`src/rtl/amem_pkg.sv`:
```
package amem_pkg;
  localparam int SET_W = 4;
  localparam int HLD_W = 4;
  localparam int DAT_W = 8;
  localparam int CFG_W = SET_W + HLD_W + DAT_W;
  localparam int CNT_W = DAT_W;

  typedef enum logic [2:0] {PH_IDLE, PH_SETUP, PH_HOLD, PH_DATA, PH_DONE} amem_phase_e;

  function automatic logic [SET_W-1:0] eff_setup(input logic [SET_W-1:0] f, input logic mux);
    return (mux && f == '0) ? SET_W'(1) : f;
  endfunction

  function automatic logic [HLD_W-1:0] eff_hold(input logic [HLD_W-1:0] f);
    return (f == '0) ? HLD_W'(1) : f;
  endfunction

  function automatic logic [DAT_W-1:0] eff_data(input logic [DAT_W-1:0] f);
    return (f == '0) ? DAT_W'(1) : f;
  endfunction
endpackage

```
`src/rtl/amem_timing_reg.sv`:
```
module amem_timing_reg
  import amem_pkg::*;
(
  input  logic             clk,
  input  logic             rst_n,
  input  logic             cfg_we,
  input  logic [CFG_W-1:0] cfg_wdata,
  input  logic             mux_in,
  output logic [SET_W-1:0] set_len,
  output logic [HLD_W-1:0] hld_len,
  output logic [DAT_W-1:0] dat_len
);
  localparam int HLD_LO = SET_W;
  localparam int DAT_LO = SET_W + HLD_W;

  logic [CFG_W-1:0] cfg_q;

  always_ff @(posedge clk or negedge rst_n) begin
    if (!rst_n)      cfg_q <= '1;
    else if (cfg_we) cfg_q <= cfg_wdata;
  end

  always_comb begin
    set_len = eff_setup(cfg_q[SET_W-1:0], mux_in);
    hld_len = eff_hold(cfg_q[HLD_LO +: HLD_W]);
    dat_len = eff_data(cfg_q[DAT_LO +: DAT_W]);
  end

  // a write lands in the word on the following cycle
  p_cfg_load_r1: assert property (@(posedge clk) disable iff (!rst_n)
    cfg_we |=> cfg_q == $past(cfg_wdata));
  // the data length handed on is never zero
  p_dat_nonzero_r4: assert property (@(posedge clk) disable iff (!rst_n)
    dat_len != '0);
endmodule

```
`src/rtl/amem_phase_fsm.sv`:
```
module amem_phase_fsm
  import amem_pkg::*;
(
  input  logic             clk,
  input  logic             rst_n,
  input  logic             start,
  input  logic             mux_in,
  input  logic             write_in,
  input  logic [SET_W-1:0] set_len,
  input  logic [HLD_W-1:0] hld_len,
  input  logic [DAT_W-1:0] dat_len,
  output amem_phase_e      phase,
  output logic             mux_q,
  output logic             wr_q,
  output logic             last_data
);
  amem_phase_e      nxt;
  logic [CNT_W-1:0] cnt, nxt_cnt;
  logic [HLD_W-1:0] hld_q;
  logic [DAT_W-1:0] dat_q;
  logic             phase_end;

  assign phase_end = (cnt == CNT_W'(1));
  assign last_data = (phase == PH_DATA) && phase_end;

  always_comb begin
    nxt     = phase;
    nxt_cnt = cnt;
    case (phase)
      PH_IDLE: if (start) begin
        if (set_len != '0) begin
          nxt = PH_SETUP; nxt_cnt = CNT_W'(set_len);
        end else if (mux_in) begin
          nxt = PH_HOLD;  nxt_cnt = CNT_W'(hld_len);
        end else begin
          nxt = PH_DATA;  nxt_cnt = CNT_W'(dat_len);
        end
      end
      PH_SETUP: if (phase_end) begin
        if (mux_q) begin nxt = PH_HOLD; nxt_cnt = CNT_W'(hld_q); end
        else       begin nxt = PH_DATA; nxt_cnt = CNT_W'(dat_q); end
      end else nxt_cnt = cnt - 1'b1;
      PH_HOLD: if (phase_end) begin
        nxt = PH_DATA; nxt_cnt = CNT_W'(dat_q);
      end else nxt_cnt = cnt - 1'b1;
      PH_DATA: if (phase_end) begin
        nxt = PH_DONE; nxt_cnt = '0;
      end else nxt_cnt = cnt - 1'b1;
      default: begin nxt = PH_IDLE; nxt_cnt = '0; end
    endcase
  end

  always_ff @(posedge clk or negedge rst_n) begin
    if (!rst_n) begin
      phase <= PH_IDLE;
      cnt   <= '0;
      hld_q <= '0;
      dat_q <= '0;
      mux_q <= 1'b0;
      wr_q  <= 1'b0;
    end else begin
      phase <= nxt;
      cnt   <= nxt_cnt;
      if (phase == PH_IDLE && start) begin
        hld_q <= hld_len;
        dat_q <= dat_len;
        mux_q <= mux_in;
        wr_q  <= write_in;
      end
    end
  end

  // the completion cycle is always followed by idle
  p_done_once_r11: assert property (@(posedge clk) disable iff (!rst_n)
    phase == PH_DONE |=> phase == PH_IDLE);
  // a hold cycle only occurs in a multiplexed access
  p_hold_mux_r7: assert property (@(posedge clk) disable iff (!rst_n)
    phase == PH_HOLD |-> mux_q);
  // a multiplexed start always enters setup
  p_mux_setup_r6: assert property (@(posedge clk) disable iff (!rst_n)
    (phase == PH_IDLE && start && mux_in) |=> phase == PH_SETUP);
  // a timed phase never runs with an empty count
  p_cnt_live_r3: assert property (@(posedge clk) disable iff (!rst_n)
    (phase == PH_SETUP || phase == PH_HOLD || phase == PH_DATA) |-> cnt != '0);
endmodule

```
`src/rtl/amem_pin_drv.sv`:
```
module amem_pin_drv
  import amem_pkg::*;
#(
  parameter int AW = 16,
  parameter int DW = 16
) (
  input  amem_phase_e    phase,
  input  logic           mux_q,
  input  logic           wr_q,
  input  logic [AW-1:0]  addr_q,
  input  logic [DW-1:0]  wdata_q,
  output logic           cs_n,
  output logic           adv_n,
  output logic           oe_n,
  output logic           we_n,
  output logic [AW-1:0]  addr_o,
  output logic [DW-1:0]  dq_o,
  output logic           dq_oe
);
  logic active, addr_on_dq;

  always_comb begin
    active     = (phase == PH_SETUP) || (phase == PH_HOLD) || (phase == PH_DATA);
    addr_on_dq = mux_q && ((phase == PH_SETUP) || (phase == PH_HOLD));
    cs_n       = !active;
    adv_n      = !(mux_q && phase == PH_SETUP);
    oe_n       = !(phase == PH_DATA && !wr_q);
    we_n       = !(phase == PH_DATA && wr_q);
    addr_o     = addr_q;
    dq_o       = addr_on_dq ? addr_q[DW-1:0] : wdata_q;
    dq_oe      = addr_on_dq || (wr_q && phase == PH_DATA);
  end
endmodule

```
`src/rtl/amem_seq.sv`:
```
module amem_seq
  import amem_pkg::*;
#(
  parameter int AW = 16,
  parameter int DW = 16
) (
  input  logic             clk,
  input  logic             rst_n,
  input  logic             cfg_we,
  input  logic [CFG_W-1:0] cfg_wdata,
  input  logic             req,
  input  logic             req_write,
  input  logic             req_mux,
  input  logic [AW-1:0]    req_addr,
  input  logic [DW-1:0]    req_wdata,
  output logic             ack,
  output logic [DW-1:0]    rd_data,
  output logic             mem_cs_n,
  output logic             mem_adv_n,
  output logic             mem_oe_n,
  output logic             mem_we_n,
  output logic [AW-1:0]    mem_addr,
  output logic [DW-1:0]    mem_dq_out,
  output logic             mem_dq_oe,
  input  logic [DW-1:0]    mem_dq_in
);
  amem_phase_e      phase;
  logic             start, mux_q, wr_q, last_data, rd_capture;
  logic [SET_W-1:0] set_len;
  logic [HLD_W-1:0] hld_len;
  logic [DAT_W-1:0] dat_len;
  logic [AW-1:0]    addr_q;
  logic [DW-1:0]    wdata_q, rd_q;

  assign start      = req && (phase == PH_IDLE);
  assign rd_capture = last_data && !wr_q;
  assign ack        = (phase == PH_DONE);
  assign rd_data    = rd_q;

  amem_timing_reg u_treg (
    .clk(clk), .rst_n(rst_n), .cfg_we(cfg_we), .cfg_wdata(cfg_wdata),
    .mux_in(req_mux), .set_len(set_len), .hld_len(hld_len), .dat_len(dat_len)
  );

  amem_phase_fsm u_fsm (
    .clk(clk), .rst_n(rst_n), .start(start), .mux_in(req_mux), .write_in(req_write),
    .set_len(set_len), .hld_len(hld_len), .dat_len(dat_len),
    .phase(phase), .mux_q(mux_q), .wr_q(wr_q), .last_data(last_data)
  );

  always_ff @(posedge clk or negedge rst_n) begin
    if (!rst_n) begin
      addr_q  <= '0;
      wdata_q <= '0;
      rd_q    <= '0;
    end else begin
      if (start) begin
        addr_q  <= req_addr;
        wdata_q <= req_wdata;
      end
      if (rd_capture) rd_q <= mem_dq_in;
    end
  end

  amem_pin_drv #(.AW(AW), .DW(DW)) u_pins (
    .phase(phase), .mux_q(mux_q), .wr_q(wr_q), .addr_q(addr_q), .wdata_q(wdata_q),
    .cs_n(mem_cs_n), .adv_n(mem_adv_n), .oe_n(mem_oe_n), .we_n(mem_we_n),
    .addr_o(mem_addr), .dq_o(mem_dq_out), .dq_oe(mem_dq_oe)
  );

  // read and write strobes are exclusive
  p_strobe_excl_r3: assert property (@(posedge clk) disable iff (!rst_n)
    !(!mem_oe_n && !mem_we_n));
  // the completion pulse lasts one cycle with chip select released
  p_ack_pulse_r11: assert property (@(posedge clk) disable iff (!rst_n)
    ack |-> mem_cs_n ##1 !ack);
  // address-valid only inside a selected cycle with the lines driven
  p_adv_drive_r8: assert property (@(posedge clk) disable iff (!rst_n)
    !mem_adv_n |-> (!mem_cs_n && mem_dq_oe));
  // read data only moves at the end of a read data phase
  p_rd_hold_r10: assert property (@(posedge clk) disable iff (!rst_n)
    !rd_capture |=> $stable(rd_data));
endmodule

```
`config.mk`:
```
export PLATFORM = sky130hd
export DESIGN_NAME = amem_seq
export DESIGN_NICKNAME = d
export VERILOG_FILES = /design/src/rtl/amem_pkg.sv /design/src/rtl/amem_timing_reg.sv /design/src/rtl/amem_phase_fsm.sv /design/src/rtl/amem_pin_drv.sv /design/src/rtl/amem_seq.sv
export SDC_FILE = /design/constraint.sdc
export NUM_CORES = 1
export LEC_CHECK = 0
export BUFFER_PORTS_ARGS = -buffer_cell sky130_fd_sc_hd__buf_4
export CAP_MARGIN = 20
export CORE_MARGIN = 8
export CORE_UTILIZATION = 56
export CTS_CLUSTER_DIAMETER = 200
export DETAILED_ROUTE_END_ITERATION = 6
export PLACE_DENSITY_LB_ADDON = 0.15
export SETUP_SLACK_MARGIN = 0.2
export SYNTH_ARGS = -nofsm -noshare
export SYNTH_HDL_FRONTEND = slang
export SYNTH_SLANG_ARGS = --single-unit
export TNS_END_PERCENT = 1
```
`constraint.sdc`:
```
create_clock -name clk -period 6.51 [get_ports clk]
set_clock_uncertainty 0.05 [all_clocks]
set_input_delay 1.302 -clock clk [delete_from_list [all_inputs] [get_ports clk]]
set_output_delay 1.302 -clock clk [all_outputs]
set_load 0.005 [all_outputs]
```
==> impl_metrics.yaml, run 1 <==
setup_path:
  crit_path_cell_trace: "nor2b_1, o211ai_1, buf_4, mux2_2, buf_4"
  cp_slowest_cell: "dfrtp_1"
  crit_family: "flip-flops"
  crit_path_max_fanout: 18
  worstSetupPathType: "reg2out"
  start_kind: "flop"
  cp.buffers_inverters: 2
  r2r_slack_ns: 3.71
  end_kind: "output pin"
  worstPathArrival_ns: 2.21
  crit_required_ns: 5.16
  crit_path_frequent_cell: "buf_4"
  critical_path.max_stage_delay_ns: 0.58
grt:
  antenna_found_initial: 0
  grt_pass1_vias: 3405
  grt_pass1_wl_mm: 16.53
  grt_max_degree: 90
  overflow: 0
  grt_use_total_pct: 19.78
clock_network:
  ctsResizeCount: 0
  clk_transition_reported_paths_ns: 0.09
  clock-sinks: 89
  cts_setup_buffers: 0
  clock-root-buffer: "clkbuf_8"
  htree_levels: 3
  cts_buffers: 9
  postCtsHoldBufs: 0
  cts_tree: "yes"
  clockBufferDepth: 2
  insertion_delay_ns: 0.35
yosys:
  synth-compound-area-share_pct: 7.867
  synthAdderAreaFrac_pct: 0.5959
  yosysWarnings: 0
  yosysTopAreaCellShare_pct: 43.50
  synth_top_area_cell: "dfrtp_1"
  ys_ff_latch: 89
  synth_xor_area_share_pct: 0.6257
  synthTopCellsByArea: "dfrtp_1 (44%), nand2_1 (12%), mux2_2 (11%)"
  synth_common_cells: "nand2_1 (139), dfrtp_1 (73), mux2_2 (42), clkbuf_1 (16), dfstp_2 (16)"
  syn_nets: 481
  async_reset_ff_share_pct: 100.0
  synthMostInstantiatedCell: "nand2_1"
  synthFlopType: "dfrtp_1"
  syn_inst: 409
  yosysUniqueCellTypes: 52
  synthMuxAreaShare_pct: 15.08
  synth_top_family_by_area: "simple AND/OR/NAND/NOR gates"
  syn_area_um2: 4199
  avgSynthCellArea_um2: 10.27
  synth_edf_count: 0
  synth_simple_gate_area_share_pct: 19.28
  synth.yosys.seq_area_share_pct: 53.52
drt:
  dr_total_vias: 3390
  finalWirelength_mm: 10.18
  via_per_inst: 5.355
  wire_per_inst_um: 16.09
  drc: 0
  drtIter0Drc: 149
  ant_nets: 0
  firstDrtPassIters: 4
placed_design:
  place.gp.congestion: 0.8995
  portBuffers: 123
  hpwl_mm: 7.447
finish:
  drive_gt1_share_pct: 40.82
  syn2layout_area_growth_pct: 28.34
  fillers: 502
  finish.utilization_pct: 74.30
  nets: 601
  antennaDiodeCount: 0
sta:
  finalSetupTns_ns: 0
  hold_violations: 0
  min_period_over_period_pct: 54.68
  clock.fmax_mhz: 280.9
  period_needed_ns: 3.560
  relSlewSlack_pct: 44.41
  slew_viol_final: 0
  tightest_slew_ns: 0.8339
  rsz0062_at_grt: "no"
  finalSetupViolations: 0
floorplanning:
  rows: 31
  ioPinCount: 124
  fp.dieArea_um2: 10520
  core_area_um2: 7253
  die_h_um: 102.6
  die_w_um: 102.6
  initial_core_util_pct: 57.89
power_and_ir_drop:
  fin_total_pwr_uw: 2205
  power.share.clock_pct: 15.1
  switching_share_pct: 34.02
  power_frac_comb_pct: 40.7
  powerDensity_nw_per_um2: 409.2
  p_leak_uw: 0.002677
  p_int_uw: 1455
  p_sw_uw: 750.3
  ir_drop_uv: 238.9
  seq_power_share_pct: 44.2
flow_run:
  cap_viol_max_count: 0
status:
  status: "finished clean"
hold_path:
  hold_class: "reg2reg"
==> metrics by stage <==
stage                     hold WS [ns]  setup WS [ns]  instances  area, um2
after detailed placement        0.4159          3.328        615       5185
after CTS                       0.4387          2.948        631       5356
after floorplan                 0.3901          3.328        409       4199
after global routing            0.4637          2.761        633       5389
final                           0.4380          2.950        633       5389
after global placement          0.4069          3.403        615       5185
==> path summary, 6_finish.rpt <==
| kind | from | endpoint | cells past startpoint |
|---|---|---|---|
| setup / recovery | u_fsm.phase[1]$_DFFE_PN0P_ | mem_dq_out[15] | 5 |
| max in group asynchronous | rst_n | u_treg.cfg_q[6]$_DFFE_PN1P_ | 2 |
| setup reg to reg | u_fsm.cnt[1]$_DFFE_PN0N_ | rd_data[8]$_DFFE_PN0P_ | 6 |
| min in group asynchronous | rst_n | rd_data[4]$_DFFE_PN0P_ | 1 |
| hold / removal | wdata_q[2]$_DFFE_PN0P_ | wdata_q[2]$_DFFE_PN0P_ | 2 |
| hold reg to reg | wdata_q[2]$_DFFE_PN0P_ | wdata_q[2]$_DFFE_PN0P_ | 2 |
==> tightest hold or removal path: stages (launching register included) <==
cell and delay (ns):
dfrtp_1 0.36, nand2_1 0.05, nand2_1 0.05
==> sequential cells by signal, summed over array words and instances, names as in the netlist <==
name,flops
addr_q,16
u_fsm.mux_q,1
u_fsm.phase,3
u_treg.cfg_q,16
rd_data,16
u_fsm.dat_q,8
u_fsm.wr_q,1
wdata_q,16
u_fsm.hld_q,4
u_fsm.cnt,8
==> final cells by class <==
cell class / count / area (um2) / share of cell area, %
clock buffers: 11 / 131.4 / 2.438
clock inverters: 5 / 40.04 / 0.7430
inverters: 6 / 22.52 / 0.4179
multi-input cells: 293 / 1831 / 33.97
flip-flops and latches: 89 / 2247 / 41.70
well taps: 99 / 123.9 / 2.299
repair buffers: 130 / 993.5 / 18.44
==> cells by family after synthesis <==
group | count (synthesis)
adder cells (fa/ha/maj) | 2
multiplexers | 53
XOR/XNOR | 3
buffers and inverters | 27
AND/OR/NAND/NOR | 186
flip-flops | 89
AO/OA/AOI/OAI | 49
==> routing by layer <==
metal  vias up  wire, um  part of all wire (%)  GRT usage (%)
li1       1638         -                     -              -
met1      1595      4270                    42          25.86
met2       145      4741                    47          30.77
met3        12      1035                    10          6.212
met4         0       135                   1.3          5.869
met5         -         0                     0              0
==> layout by cell type (no fill, tap or decap), types with 5 or more instances in the layout <==
master / n
nor3_1: 8
o21ai_0: 10
dfstp_2: 16
nor2_1: 12
mux2_2: 42
mux2_4: 10
a21oi_1: 12
buf_4: 128
nand2_1: 139
dfrtp_1: 73
inv_1: 6
clkbuf_8: 9
nor3b_1: 5
==> power groups by stage <==
stage | Combinational, uW | Sequential, uW | Clock, uW
final | 897 | 975 | 334
after global routing | 990 | 1010 | 362
after CTS | 908 | 971 | 343
after detailed placement | 903 | 981 | 0
after global placement | 878 | 971 | 0
after floorplan | 508 | 921 | 0
No activity file was read; power rests on OpenSTA's default activity.
==> run 2: changes to the inputs <==
Settings changed: CORE_UTILIZATION 56 to 52.
Clock period 6.51 ns to 3.6 ns, I/O delays scaled along.
==> impl_metrics.yaml, run 2 (synthesis gave the netlist of run 1 again) <==
power_and_ir_drop:
  seq_power_share_pct: 43.5
  powerDensity_nw_per_um2: 753.2
  p_leak_uw: 0.002703
  p_int_uw: 2675
  ir_drop_uv: 409.1
  power_frac_comb_pct: 39.8
  switching_share_pct: 34.31
  p_sw_uw: 1397
  power.share.clock_pct: 16.6
setup_path:
  crit_required_ns: 2.83
  r2r_end: "rd_data[7]$_DFFE_PN0P_"
  start_kind: "flop"
  cp-endpoint: "mem_dq_out[8]"
  worstPathArrival_ns: 2.29
  r2r_start: "u_fsm.cnt[1]$_DFFE_PN0N_"
  r2r_slack_ns: 0.92
  worstSetupPathType: "reg2out"
  reg2reg_depth: 6
  cp-startpoint: "u_fsm.phase[1]$_DFFE_PN0P_"
  end_kind: "output pin"
  crit_path_max_fanout: 18
clock_network:
  cts_buffers: 9
  ctsResizeCount: 0
  cts_setup_buffers: 0
  htree_levels: 3
  postCtsHoldBufs: 0
  cts_tree: "yes"
  clock-root-buffer: "clkbuf_8"
  insertion_delay_ns: 0.37
  clock-sinks: 89
  clk_transition_reported_paths_ns: 0.09
  clockBufferDepth: 2
grt:
  grt_pass1_vias: 3485
  grt_max_degree: 53
  grt_pass1_wl_mm: 17.59
  grt_use_total_pct: 19.37
  overflow: 0
  antenna_found_initial: 0
sta:
  min_period_over_period_pct: 85.11
  hold_violations: 0
  period_needed_ns: 3.064
  slew_viol_final: 0
  finalSetupViolations: 0
  clock.fmax_mhz: 326.4
  rsz0062_at_grt: "no"
  tightest_slew_ns: 0.8270
  finalSetupTns_ns: 0
  relSlewSlack_pct: 44.87
finish:
  layout_commonest_cell: "nand2_1"
  multiInputGateArea_um2: 1831
  nets: 602
  fin_area_um2: 5406
  mostFrequentLayoutCells: "nand2_1 (139), buf_4 (131), dfrtp_1 (73)"
  seqCellArea_um2: 2247
  drive_gt1_share_pct: 41.31
  layoutNonFillerInstCount: 637
  syn2layout_area_growth_pct: 28.75
  fillers: 618
  antennaDiodeCount: 0
  finish.utilization_pct: 69.60
placed_design:
  hpwl_mm: 7.848
  portBuffers: 123
  placed_area_um2: 5211
  dp.cells: 621
  place.gp.congestion: 0.8740
drt:
  dr_total_vias: 3456
  ant_nets: 0
  drc: 0
  firstDrtPassIters: 5
  via_per_inst: 5.425
  drtIter0Drc: 201
  finalWirelength_mm: 10.64
  wire_per_inst_um: 16.71
status:
  status: "finished clean"
floorplanning:
  die_w_um: 105.9
  rows: 32
  fp.dieArea_um2: 11210
  initial_core_util_pct: 54.06
  ioPinCount: 124
  core_area_um2: 7767
  die_h_um: 105.9
flow_run:
  cap_viol_max_count: 0
hold_path:
  hold_class: "in2async"
run 2: cell types whose count changed in the layout (fill, tap and decap cells not counted):
| cell | before | now |
|---|---|---|
| buf_16 | 1 | 0 |
| inv_4 | 0 | 2 |
| inv_8 | 0 | 1 |
| buf_4 | 128 | 131 |
| clkinvlp_4 | 3 | 0 |
| clkbuf_16 | 0 | 1 |
| clkbuf_2 | 1 | 0 |
| clkbuf_1 | 2 | 0 |
| clkinv_2 | 0 | 1 |
run 2: worst min path at each step:
stage,slack [ns],from,depth (start not counted),end
floorplan,0.37,rst_n,0,addr_q[0]$_DFFE_PN0P_
global placement,0.40,wdata_q[0]$_DFFE_PN0P_,2,wdata_q[0]$_DFFE_PN0P_
detailed placement,0.41,u_fsm.dat_q[5]$_DFFE_PN0P_,2,u_fsm.dat_q[5]$_DFFE_PN0P_
CTS,0.35,rst_n,1,rd_data[9]$_DFFE_PN0P_
global route,0.37,rst_n,1,addr_q[1]$_DFFE_PN0P_
finish,0.34,rst_n,1,rd_data[9]$_DFFE_PN0P_
run 2: cell type report:
cell class | count | area share (%)
clock buffer | 10 | 2.754
inverter | 6 | 0.4166
clock inverter | 6 | 0.8563
timing repair buffer | 131 | 18.19
sequential | 89 | 41.56
multi-input combinational | 293 | 33.86
tap | 102 | 2.361
run 2: worst max-delay path: stages (launching register included):
cell and delay (ns):
dfrtp_1 0.69, nor2b_1 0.40, o211ai_1 0.15, buf_4 0.24, mux2_2 0.30, buf_4 0.14
run 2: power by group through the flow:
stage	combinational [uW]	clock [uW]	sequential, uW
floorplan	919	0	1670
global placement	1600	0	1760
detailed placement	1640	0	1780
CTS	1650	700	1770
global route	1800	743	1830
finish	1620	678	1770
run 2: stage by stage:
stage / power [uW] / hold WS, ns / setup slack (ns)
6_report: 4072 / 0.3372 / 0.5361
5_1_grt: 4376 / 0.3685 / 0.3716
4_1_cts: 4114 / 0.3452 / 0.5213
3_5_place_dp: 3422 / 0.4083 / 0.9504
3_3_place_gp: 3361 / 0.4031 / 0.9468
2_1_floorplan: 2584 / 0.3744 / 1.000
run 2: routing by layer:
| layer | routed length [um] | track usage [%] | up-vias | part of all wire [%] |
|---|---|---|---|---|
| met5 | 0 | 0 | - | 0 |
| li1 | - | - | 1640 | - |
| met3 | 840 | 6.821 | 16 | 7.9 |
| met4 | 145 | 6.131 | 0 | 1.4 |
| met1 | 4711 | 25.17 | 1672 | 44 |
| met2 | 4945 | 29.58 | 128 | 46 |
